[src/rtl/trim_pkg.sv]
package trim_pkg;
  localparam int TRIM_DATA_W = 16;
  localparam int TRIM_RANGE_BITS = 3;

  typedef enum logic {
    CH_VOLT = 1'b0,
    CH_CURR = 1'b1
  } trim_chan_e;
endpackage

[src/rtl/trim_bank.sv]
module trim_bank #(
  parameter int DATA_W = 16,
  parameter int IDX_W  = 3
) (
  input  logic              clk,
  input  logic              rst_n,
  input  logic              wr_en,
  input  logic              wr_gain,
  input  logic [IDX_W-1:0]  wr_idx,
  input  logic [DATA_W-1:0] wr_data,
  input  logic [IDX_W-1:0]  rd_idx,
  output logic [DATA_W-1:0] rd_off,
  output logic [DATA_W-1:0] rd_gain
);
  localparam int DEPTH = 1 << IDX_W;
  localparam logic [DATA_W-1:0] UNITY = {1'b1, {(DATA_W-1){1'b0}}};

  logic [DEPTH-1:0][DATA_W-1:0] off_all;
  logic [DEPTH-1:0][DATA_W-1:0] gain_all;

  for (genvar e = 0; e < DEPTH; e++) begin : g_ent
    logic [DATA_W-1:0] off_q, gain_q;
    logic hit, off_en, gain_en;

    always_comb begin
      hit     = wr_en && (wr_idx == IDX_W'(e));
      off_en  = hit && !wr_gain;
      gain_en = hit && wr_gain;
    end

    always_ff @(posedge clk or negedge rst_n) begin
      if (!rst_n) begin
        off_q  <= '0;
        gain_q <= UNITY;
      end else begin
        if (off_en)  off_q  <= wr_data;
        if (gain_en) gain_q <= wr_data;
      end
    end

    assign off_all[e]  = off_q;
    assign gain_all[e] = gain_q;
  end

  assign rd_off  = off_all[rd_idx];
  assign rd_gain = gain_all[rd_idx];
endmodule

[src/rtl/trim_lane.sv]
module trim_lane #(
  parameter int DATA_W = 16
) (
  input  logic              clk,
  input  logic              rst_n,
  input  logic              s1_en,
  input  logic              s2_en,
  input  logic              s3_en,
  input  logic [DATA_W-1:0] raw,
  input  logic [DATA_W-1:0] off,
  input  logic [DATA_W-1:0] gain,
  output logic [DATA_W-1:0] res
);
  localparam int FRAC_W = DATA_W - 1;
  localparam int PROD_W = 2 * DATA_W;
  localparam int EXT_W  = PROD_W + 1;
  localparam logic [EXT_W-1:0] HALF = {{(DATA_W+2){1'b0}}, 1'b1, {(FRAC_W-1){1'b0}}};

  logic              under;
  logic [DATA_W-1:0] diff_d, diff_q, gain_q;
  logic [PROD_W-1:0] prod_d, prod_q;
  logic [EXT_W-1:0]  rnd, shifted;
  logic [DATA_W-1:0] res_d, res_q;

  always_comb begin
    under  = raw < off;
    diff_d = under ? '0 : (raw - off);
    prod_d = diff_q * gain_q;
    rnd     = {1'b0, prod_q} + HALF;
    shifted = rnd >> FRAC_W;
    if (|shifted[EXT_W-1:DATA_W]) res_d = '1;
    else                          res_d = shifted[DATA_W-1:0];
  end

  always_ff @(posedge clk or negedge rst_n) begin
    if (!rst_n) begin
      diff_q <= '0;
      gain_q <= '0;
      prod_q <= '0;
      res_q  <= '0;
    end else begin
      if (s1_en) begin
        diff_q <= diff_d;
        gain_q <= gain;
      end
      if (s2_en) prod_q <= prod_d;
      if (s3_en) res_q  <= res_d;
    end
  end

  assign res = res_q;

  logic [EXT_W-1:0] res_scaled, prod_ext;
  assign res_scaled = {2'b00, res_q, {FRAC_W{1'b0}}};
  assign prod_ext   = {1'b0, prod_q};

  AST_CLAMP_ZERO: assert property (@(posedge clk) disable iff (!rst_n)
    (s1_en && (raw < off)) |=> (diff_q == '0));

  AST_ROUND_NEAREST: assert property (@(posedge clk) disable iff (!rst_n)
    s3_en |=> ((&res_q) ||
               ((res_scaled <= $past(prod_ext) + HALF) &&
                ($past(prod_ext) + HALF < res_scaled + (HALF << 1)))));
endmodule

[src/rtl/sense_trim_unit.sv]
module sense_trim_unit #(
  parameter int DATA_W     = trim_pkg::TRIM_DATA_W,
  parameter int RANGE_BITS = trim_pkg::TRIM_RANGE_BITS
) (
  input  logic              clk,
  input  logic              rst_n,
  input  logic              start_i,
  input  logic [DATA_W-1:0] raw_v_i,
  input  logic [DATA_W-1:0] raw_i_i,
  input  logic              cfg_we_i,
  input  logic              cfg_chan_i,
  input  logic              cfg_gain_i,
  input  logic [RANGE_BITS:0] cfg_idx_i,
  input  logic [DATA_W-1:0] cfg_data_i,
  output logic [DATA_W-1:0] cal_v_o,
  output logic [DATA_W-1:0] cal_i_o,
  output logic              done_o
);
  import trim_pkg::*;

  localparam int V_IDX_W = RANGE_BITS;
  localparam int I_IDX_W = RANGE_BITS + 1;

  logic [V_IDX_W-1:0] v_sel;
  logic [I_IDX_W-1:0] i_sel;
  logic               v_we, i_we;
  logic [DATA_W-1:0]  v_off, v_gain, i_off, i_gain;
  logic vld1_d, vld1_q, vld2_d, vld2_q, done_d, done_q;

  always_comb begin
    v_sel = raw_v_i[DATA_W-1 -: RANGE_BITS];
    i_sel = {raw_v_i[DATA_W-1], raw_i_i[DATA_W-1 -: RANGE_BITS]};
    v_we  = cfg_we_i && (trim_chan_e'(cfg_chan_i) == CH_VOLT) && !cfg_idx_i[RANGE_BITS];
    i_we  = cfg_we_i && (trim_chan_e'(cfg_chan_i) == CH_CURR);
  end

  trim_bank #(.DATA_W(DATA_W), .IDX_W(V_IDX_W)) u_vbank (
    .clk(clk), .rst_n(rst_n), .wr_en(v_we), .wr_gain(cfg_gain_i),
    .wr_idx(cfg_idx_i[V_IDX_W-1:0]), .wr_data(cfg_data_i),
    .rd_idx(v_sel), .rd_off(v_off), .rd_gain(v_gain)
  );

  trim_bank #(.DATA_W(DATA_W), .IDX_W(I_IDX_W)) u_ibank (
    .clk(clk), .rst_n(rst_n), .wr_en(i_we), .wr_gain(cfg_gain_i),
    .wr_idx(cfg_idx_i), .wr_data(cfg_data_i),
    .rd_idx(i_sel), .rd_off(i_off), .rd_gain(i_gain)
  );

  trim_lane #(.DATA_W(DATA_W)) u_vlane (
    .clk(clk), .rst_n(rst_n), .s1_en(start_i), .s2_en(vld1_q), .s3_en(vld2_q),
    .raw(raw_v_i), .off(v_off), .gain(v_gain), .res(cal_v_o)
  );

  trim_lane #(.DATA_W(DATA_W)) u_ilane (
    .clk(clk), .rst_n(rst_n), .s1_en(start_i), .s2_en(vld1_q), .s3_en(vld2_q),
    .raw(raw_i_i), .off(i_off), .gain(i_gain), .res(cal_i_o)
  );

  always_comb begin
    vld1_d = start_i;
    vld2_d = vld1_q;
    done_d = vld2_q;
  end

  always_ff @(posedge clk or negedge rst_n) begin
    if (!rst_n) begin
      vld1_q <= 1'b0;
      vld2_q <= 1'b0;
      done_q <= 1'b0;
    end else begin
      vld1_q <= vld1_d;
      vld2_q <= vld2_d;
      done_q <= done_d;
    end
  end

  assign done_o = done_q;

  AST_DONE_LATENCY: assert property (@(posedge clk) disable iff (!rst_n)
    start_i |-> ##3 done_o);

  AST_HOLD_RESULT: assert property (@(posedge clk) disable iff (!rst_n)
    !vld2_q |=> ($stable(cal_v_o) && $stable(cal_i_o)));
endmodule

[config.mk]
export PLATFORM = sky130hd
export DESIGN_NAME = sense_trim_unit
export DESIGN_NICKNAME = d
export VERILOG_FILES = /design/src/rtl/trim_pkg.sv /design/src/rtl/trim_bank.sv /design/src/rtl/trim_lane.sv /design/src/rtl/sense_trim_unit.sv
export SDC_FILE = /design/constraint.sdc
export NUM_CORES = 2
export LEC_CHECK = 0
export ABC_CLOCK_PERIOD_IN_PS = 9100
export BUFFER_PORTS_ARGS = -buffer_cell sky130_fd_sc_hd__buf_2
export CAP_MARGIN = 15
export CORE_MARGIN = 3
export CORE_UTILIZATION = 45
export CTS_BUF_LIST = sky130_fd_sc_hd__clkbuf_16
export CTS_CLUSTER_SIZE = 24
export DETAILED_ROUTE_END_ITERATION = 16
export GPL_ROUTABILITY_DRIVEN = 0
export PLACE_DENSITY = 0.71
export SYNTH_ARGS = -nofsm -noshare
export SYNTH_HDL_FRONTEND = slang
export SYNTH_SLANG_ARGS = --single-unit
[constraint.sdc]
create_clock -name clk -period 9.1 [get_ports clk]
set_clock_uncertainty 0.05 [all_clocks]
set_input_delay 0 -clock clk [delete_from_list [all_inputs] [get_ports clk]]
set_output_delay 0 -clock clk [all_outputs]
set_load 0.01 [all_outputs]
Word level (Yosys, flattened, before mapping)
Index checks and enable logic that the tools add are counted.
{"block": "word_totals", "register_bits": 931, "ramBits": 0, "latch_bits": 0, "output_inout_bits": 33, "mem_count": 0, "romBits": 0}
{"block": "op_classes", "eq_ne": 22, "n_bitwise": 1, "n_lt_le_gt_ge": 4, "add_sub_neg": 4, "div": 0, "n_shift": 0, "muxes": 12, "n_mul": 2, "reduce_logical": 81}
{"operator": "16-bit binary-select mux with 4-bit select", "n": 2}
{"operator": "16-bit 2-to-1 mux", "n": 8}
{"operator": "16-bit binary-select mux with 3-bit select", "n": 2}
{"operator": "1-bit logical AND", "n": 75}
{"operator": "32-bit by 15-bit adder with 33-bit output, second input constant", "n": 2}
{"operator": "16-bit by 16-bit multiplier with 32-bit output", "n": 2}
{"operator": "4-bit equality test, second input constant", "n": 8}
{"operator": "16-bit < comparator", "n": 2}
{"operator": "16-bit subtractor", "n": 2}
{"operator": "4-bit by 3-bit equality test with 1-bit output, second input constant", "n": 4}
{"operator": "3-bit equality test, second input constant", "n": 4}
{"operator": "4-bit by 2-bit equality test with 1-bit output, second input constant", "n": 2}
{"operator": "3-bit by 2-bit equality test with 1-bit output, second input constant", "n": 2}
{"operator": "4-bit by 5-bit < comparator with 1-bit output, second input constant", "n": 1}
{"operator": "4-bit by 1-bit equality test with 1-bit output, second input constant", "n": 1}
{"operator": "4-bit logical NOT", "n": 1}
{"operator": "3-bit by 4-bit < comparator with 1-bit output, second input constant", "n": 1}
{"operator": "2-bit OR reduction", "n": 2}
{"operator": "3-bit by 1-bit equality test with 1-bit output, second input constant", "n": 1}
{"operator": "3-bit logical NOT", "n": 1}
{"operator": "1-bit logical NOT", "n": 2}
{"operator": "1-bit inverter", "n": 1}

Logic depth before layout (Yosys ltp)
{"block": "depth", "depth_word": 5, "depth_mapped": 23, "ltp_nobuf": 22}

Hierarchy
From an unflattened synthesis, not the netlist that was laid out.
{"block": "hier_totals", "hier_cells": 4742, "hier_area_um2": 58612.5}
{"module": "trim_bank at u_ibank", "area_each_um2": 23097.2, "cells_each": 1431, "seq_area_each_um2": 12832.3, "n_inst": 1}
{"module": "trim_lane at u_ilane", "area_each_um2": 11891.4, "cells_each": 1292, "seq_area_each_um2": 1651.6, "n_inst": 1}
{"module": "trim_lane at u_vlane", "area_each_um2": 11867.6, "cells_each": 1325, "seq_area_each_um2": 1651.6, "n_inst": 1}
{"module": "trim_bank at u_vbank", "area_each_um2": 11662.4, "cells_each": 689, "seq_area_each_um2": 6416.2, "n_inst": 1}
{"module": "sense_trim_unit", "area_each_um2": 93.8, "cells_each": 5, "seq_area_each_um2": 75.1, "n_inst": 1}

Worst setup path after synthesis
OpenSTA, ideal clock, no wires.
{"block": "synth_path", "path_kind": "reg-to-reg", "startpoint": "register u_vlane.gain_q[8]", "endpoint": "register u_vlane.prod_q[31]", "path_slack_ps": 2973, "required_time_ps": 8981, "setup_ps": 69, "path_stages_with_launch": 24, "period_less_slack_ps": 6127, "path_buffers": 2, "arrival_ps": 6008, "path_cell_list": "dfrtp_1 > clkbuf_1 > clkbuf_1 > nand2_1 > fa_1 > inv_1 > fa_1 > inv_1 > fa_1 > inv_1 > fa_1 > fa_1 > inv_1 > fa_1 > inv_1 > ha_1 > a21o_1 > a221o_1 > nor2_1 > and4b_1 > nor2_2 > a2111o_1 > a2111o_1 > nand3_1"}
{"block": "synth_between", "elab_chain_len": 1}
{"element": "from (decl)", "line": "trim_lane.sv:20", "source": "logic [DATA_W-1:0] diff_d, diff_q, gain_q;"}
{"element": "from (signal assigned)", "line": "trim_lane.sv:44", "source": "gain_q <= gain;"}
{"element": "16-bit by 16-bit multiplier with 32-bit output", "line": "trim_lane.sv:28", "source": "prod_d = diff_q * gain_q;"}
{"element": "to (signal assigned)", "line": "trim_lane.sv:46", "source": "if (s2_en) prod_q <= prod_d;"}
{"element": "to (decl)", "line": "trim_lane.sv:21", "source": "logic [PROD_W-1:0] prod_d, prod_q;"}
No other way between the ends.
A chain may end at the register's enable or synchronous reset.

Worst setup path in the final report
{"block": "layout_path", "startpoint": "register u_vlane.gain_q[7]", "endpoint": "register u_vlane.prod_q[31]"}
The elaborated chain is that of the path after synthesis.

==> flow_summary.yaml <==
global_route:
  grt_pass1_wl_um: 214200
  overflow: 0
  grt_antenna_before_repair: 17
  grt_start_max_net_pins: 169
  gr-usage-all-layers_pct: 20.74
  grt_pass1_vias: 37401
pwr:
  power.total_mw: 16.84
  powerDensity_mw_per_mm2: 268.4
  pwr-share-comb_pct: 44.9
  p_leak_nw: 29.89
  p_int_mw: 10.48
  seqPwrFrac_pct: 32.1
  sw_frac_of_total_pct: 37.76
  p_sw_mw: 6.359
  ir_drop_mv: 0.3851
  clkPwrFrac_pct: 23.0
worst_setup_path:
  cp-start-kind: "flop"
  timing.rr.start: "u_vlane.gain_q[7]"
  endpoint_kind: "flop"
  critPathMaxStageDelay_ns: 0.77
  arrival_ns: 7.16
  cpMostUsedCell: "fa_1"
  rr_worst_depth: 21
  path_max_fanout: 17
  reg2reg_to: "u_vlane.prod_q[31]"
  path_cells: "nand2_1, fa_1, inv_1, fa_1, inv_1, fa_1, inv_1, fa_1, fa_1, inv_1, fa_1, inv_1, ha_1, a21o_1, a221o_1, nor2_1, and4b_1, nor2_2, a2111o_1, a2111o_1, nand3_1"
  critical-path-slowest-cell: "dfrtp_1"
  critPathKind: "flop to flop"
  crit_start: "u_vlane.gain_q[7]"
  r2r_slack_ns: 2.52
  critPathBufInv: 5
  path_delay_family: "adder cells"
  cp.required_ns: 9.67
cts:
  clk_path_buf_depth: 3
  cts_setup_buffers: 0
  cts_tree: "done"
  clock_latency_ns: 0.69
  cts_sinks: 903
  clkTransAtPathRegs_ns: 0.06
  cts_made_buffers: 95
  clk_root_buffer_cell: "clkbuf_16"
  cts_resized: 0
  htreeDepth: 3
die:
  io_pins: 91
  dieArea_mm2: 0.1318
  core_area_mm2: 0.1261
  rows: 130
  die_h_um: 363.0
  start_util_pct: 45.49
  die_x_um: 363.0
run_status:
  status: "finished clean"
drt:
  routed_wl_um: 134500
  ant_nets: 0
  drtIter0Drc: 2622
  drc: 0
  vias: 35046
  wl_per_cell_um: 21.46
  first_pass_iters: 6
  via_per_inst: 5.592
sta:
  final.setup.tns_ns: 0
  rsz0062_at_grt: "no"
  fin_crit_ns: 6.584
  timing.fmax_mhz: 151.9
  setup_ws_ns: 2.516
  tightest_slew_ns: 1.200
  relSlewSlack_pct: 19.82
  drv_slew: 0
  hold_viol_final: 0
  whs_ns: 0.05924
  setup_viol: 0
  fin_crit_sh_pct: 72.35
synth:
  synth_top_cell_by_area: "dfrtp_1"
  ys.warnings.count: 0
  ys_async_sr_fraction_pct: 100.0
  syn_area_per_cell_um2: 12.59
  syn_nets: 5238
  ys.flop_type: "dfrtp_1"
  yosysSeqAreaShare_pct: 39.45
  synth_seq_cells: 903
  netlist_instances: 4556
  ys_types: 72
  synth_top_area_share_pct: 38.35
  ys_top_cells_by_area: "dfrtp_1 38%, mux2_2 16%, fa_1 14%, mux4_2 8.8%, ha_1 5.1%"
  syn_area_mm2: 0.05735
  synth_edf_count: 0
flow_run:
  drv_cap: 0
layout:
  layout.nets: 5217
  syn_to_final_growth_pct: 9.427
  drive_gt1_share_pct: 29.64
  final.fill_count: 10797
  final_core_util_pct: 49.78
placement:
  hpwlAfterDp_um: 89530
  place_ws_ns: 2.482
  port_buffers: 90
min_path:
  holdCritPathClass: "input pin to flop"
  hold_path_end: "vld1_q"
  hold_path_depth: 2
  hold_path_startpoint: "start_i"
-- stage by stage --
step,cell area [um2],instances
2_1_floorplan,57350,4556
3_3_place_gp,59190,6048
3_5_place_dp,59190,6048
4_1_cts,62710,6260
5_1_grt,62750,6263
6_report,62760,6267
-- cell usage after synthesis, types with 24 or more instances --
cell type  count
a21oi_1       97
nor2_1       110
mux2i_1       34
nand2_1      345
dfrtp_1      879
clkbuf_1     240
nand3_1       28
dfstp_2       24
ha_1         236
xnor2_1       40
xor2_1        39
mux4_2       224
mux2_2       810
buf_2         42
o21ai_0       41
fa_1         388
inv_1        477
and2_1       237
-- registers in the layout, summed over array words and instances, names as in the netlist, 18 cells and up --
name and cells:
u_ibank.g_ent.gain_q 256, u_vbank.g_ent.gain_q 128, u_ilane.prod_q 18, u_ibank.g_ent.off_q 256, u_vlane.prod_q 18, u_vbank.g_ent.off_q 128
-- kinds of logic after synthesis --
family	Yosys count	synth area share, %
multiplexers	1068	25.29
buffers and inverters	770	5.131
flip-flops	903	39.45
AND/OR/NAND/NOR	847	7.252
adder cells (fa/ha/maj)	624	18.69
XOR/XNOR	79	1.206
AO/OA/AOI/OAI	265	2.969
-- placed cells by master, fill, tap and decap left out, drive strengths merged, types with 5 or more instances in the layout --
master,Yosys,layout
xnor2,40,40
o22ai,19,19
nand3,28,28
clkbuf,240,96
xor2,39,39
a31oi,10,10
ha,236,236
and2,238,238
bufinv,0,10
inv,477,506
a21o,21,21
nand2,345,345
o21ai,43,43
a21oi,98,98
a211oi,12,12
nand2b,11,11
mux4,224,224
buf,53,137
mux2,810,810
nand4,14,14
nor3,18,18
or3,13,13
dlygate4sd3,0,37
nor2b,18,18
dfrtp,879,879
and3,23,23
diode,0,5
fa,388,388
dfstp,24,24
clkinv,0,39
o21a,9,9
or2,6,6
o211ai,7,7
mux2i,34,34
nor2,111,111
-- worst max path at each step --
| stage | endpoint | slack (ns) | cells after the start |
|---|---|---|---|
| 2_1_floorplan | u_vlane.prod_q[31] | 2.97 | 23 |
| 3_3_place_gp | u_vlane.prod_q[31] | 2.66 | 20 |
| 3_5_place_dp | u_vlane.prod_q[31] | 2.48 | 21 |
| 4_1_cts | u_vlane.prod_q[31] | 2.50 | 21 |
| 5_1_grt | u_ilane.prod_q[29] | 2.20 | 20 |
| 6_report | u_vlane.prod_q[31] | 2.52 | 21 |
-- power groups by stage --
stage	sequential (mW)	combinational [mW]	clock, mW
floorplan	5.09	6.03	0
global placement	5.42	7.34	0
detailed placement	5.46	7.59	0
CTS	5.39	7.67	3.94
global route	5.50	8.72	4.11
finish	5.41	7.57	3.87
-- worst register-to-register path, stage by stage, from the launching register on --
cell and delay [ns]:
dfrtp_1 0.77, nand2_1 0.22, fa_1 0.57, inv_1 0.05
fa_1 0.51, inv_1 0.06, fa_1 0.53, inv_1 0.05
fa_1 0.38, fa_1 0.52, inv_1 0.05, fa_1 0.47
inv_1 0.04, ha_1 0.32, a21o_1 0.19, a221o_1 0.35
nor2_1 0.14, and4b_1 0.31, nor2_2 0.11, a2111o_1 0.42
a2111o_1 0.38, nand3_1 0.07
-- routing by layer --
layer  part of all wire, %  track usage (%)  vias to the layer above
li1                      -                -                    15440
met1                    45            28.93                    18425
met2                    46            32.94                      980
met3                   7.5            5.123                      191
met4                   1.8            4.666                       10
met5                 0.042                0                        -
-- layout make-up --
class,instances,area (um2),share of cell area (%)
Sequential cell,903,22630,36.05
Tap cell,1650,2064,3.290
Clock inverter,79,740.7,1.180
Clock buffer,95,2377,3.788
Inverter,477,1790,2.853
Multi-Input combinational cell,2883,31840,50.73
Antenna cell,5,12.51,0.01994
Timing Repair Buffer,175,1305,2.079
-- repair_timing --
action	in CTS	in global routing
hold buffers	38	0
setup endpoints to repair	0	0
hold endpoints to repair	166	0
Note: power is estimated with default switching activity, not from simulation.
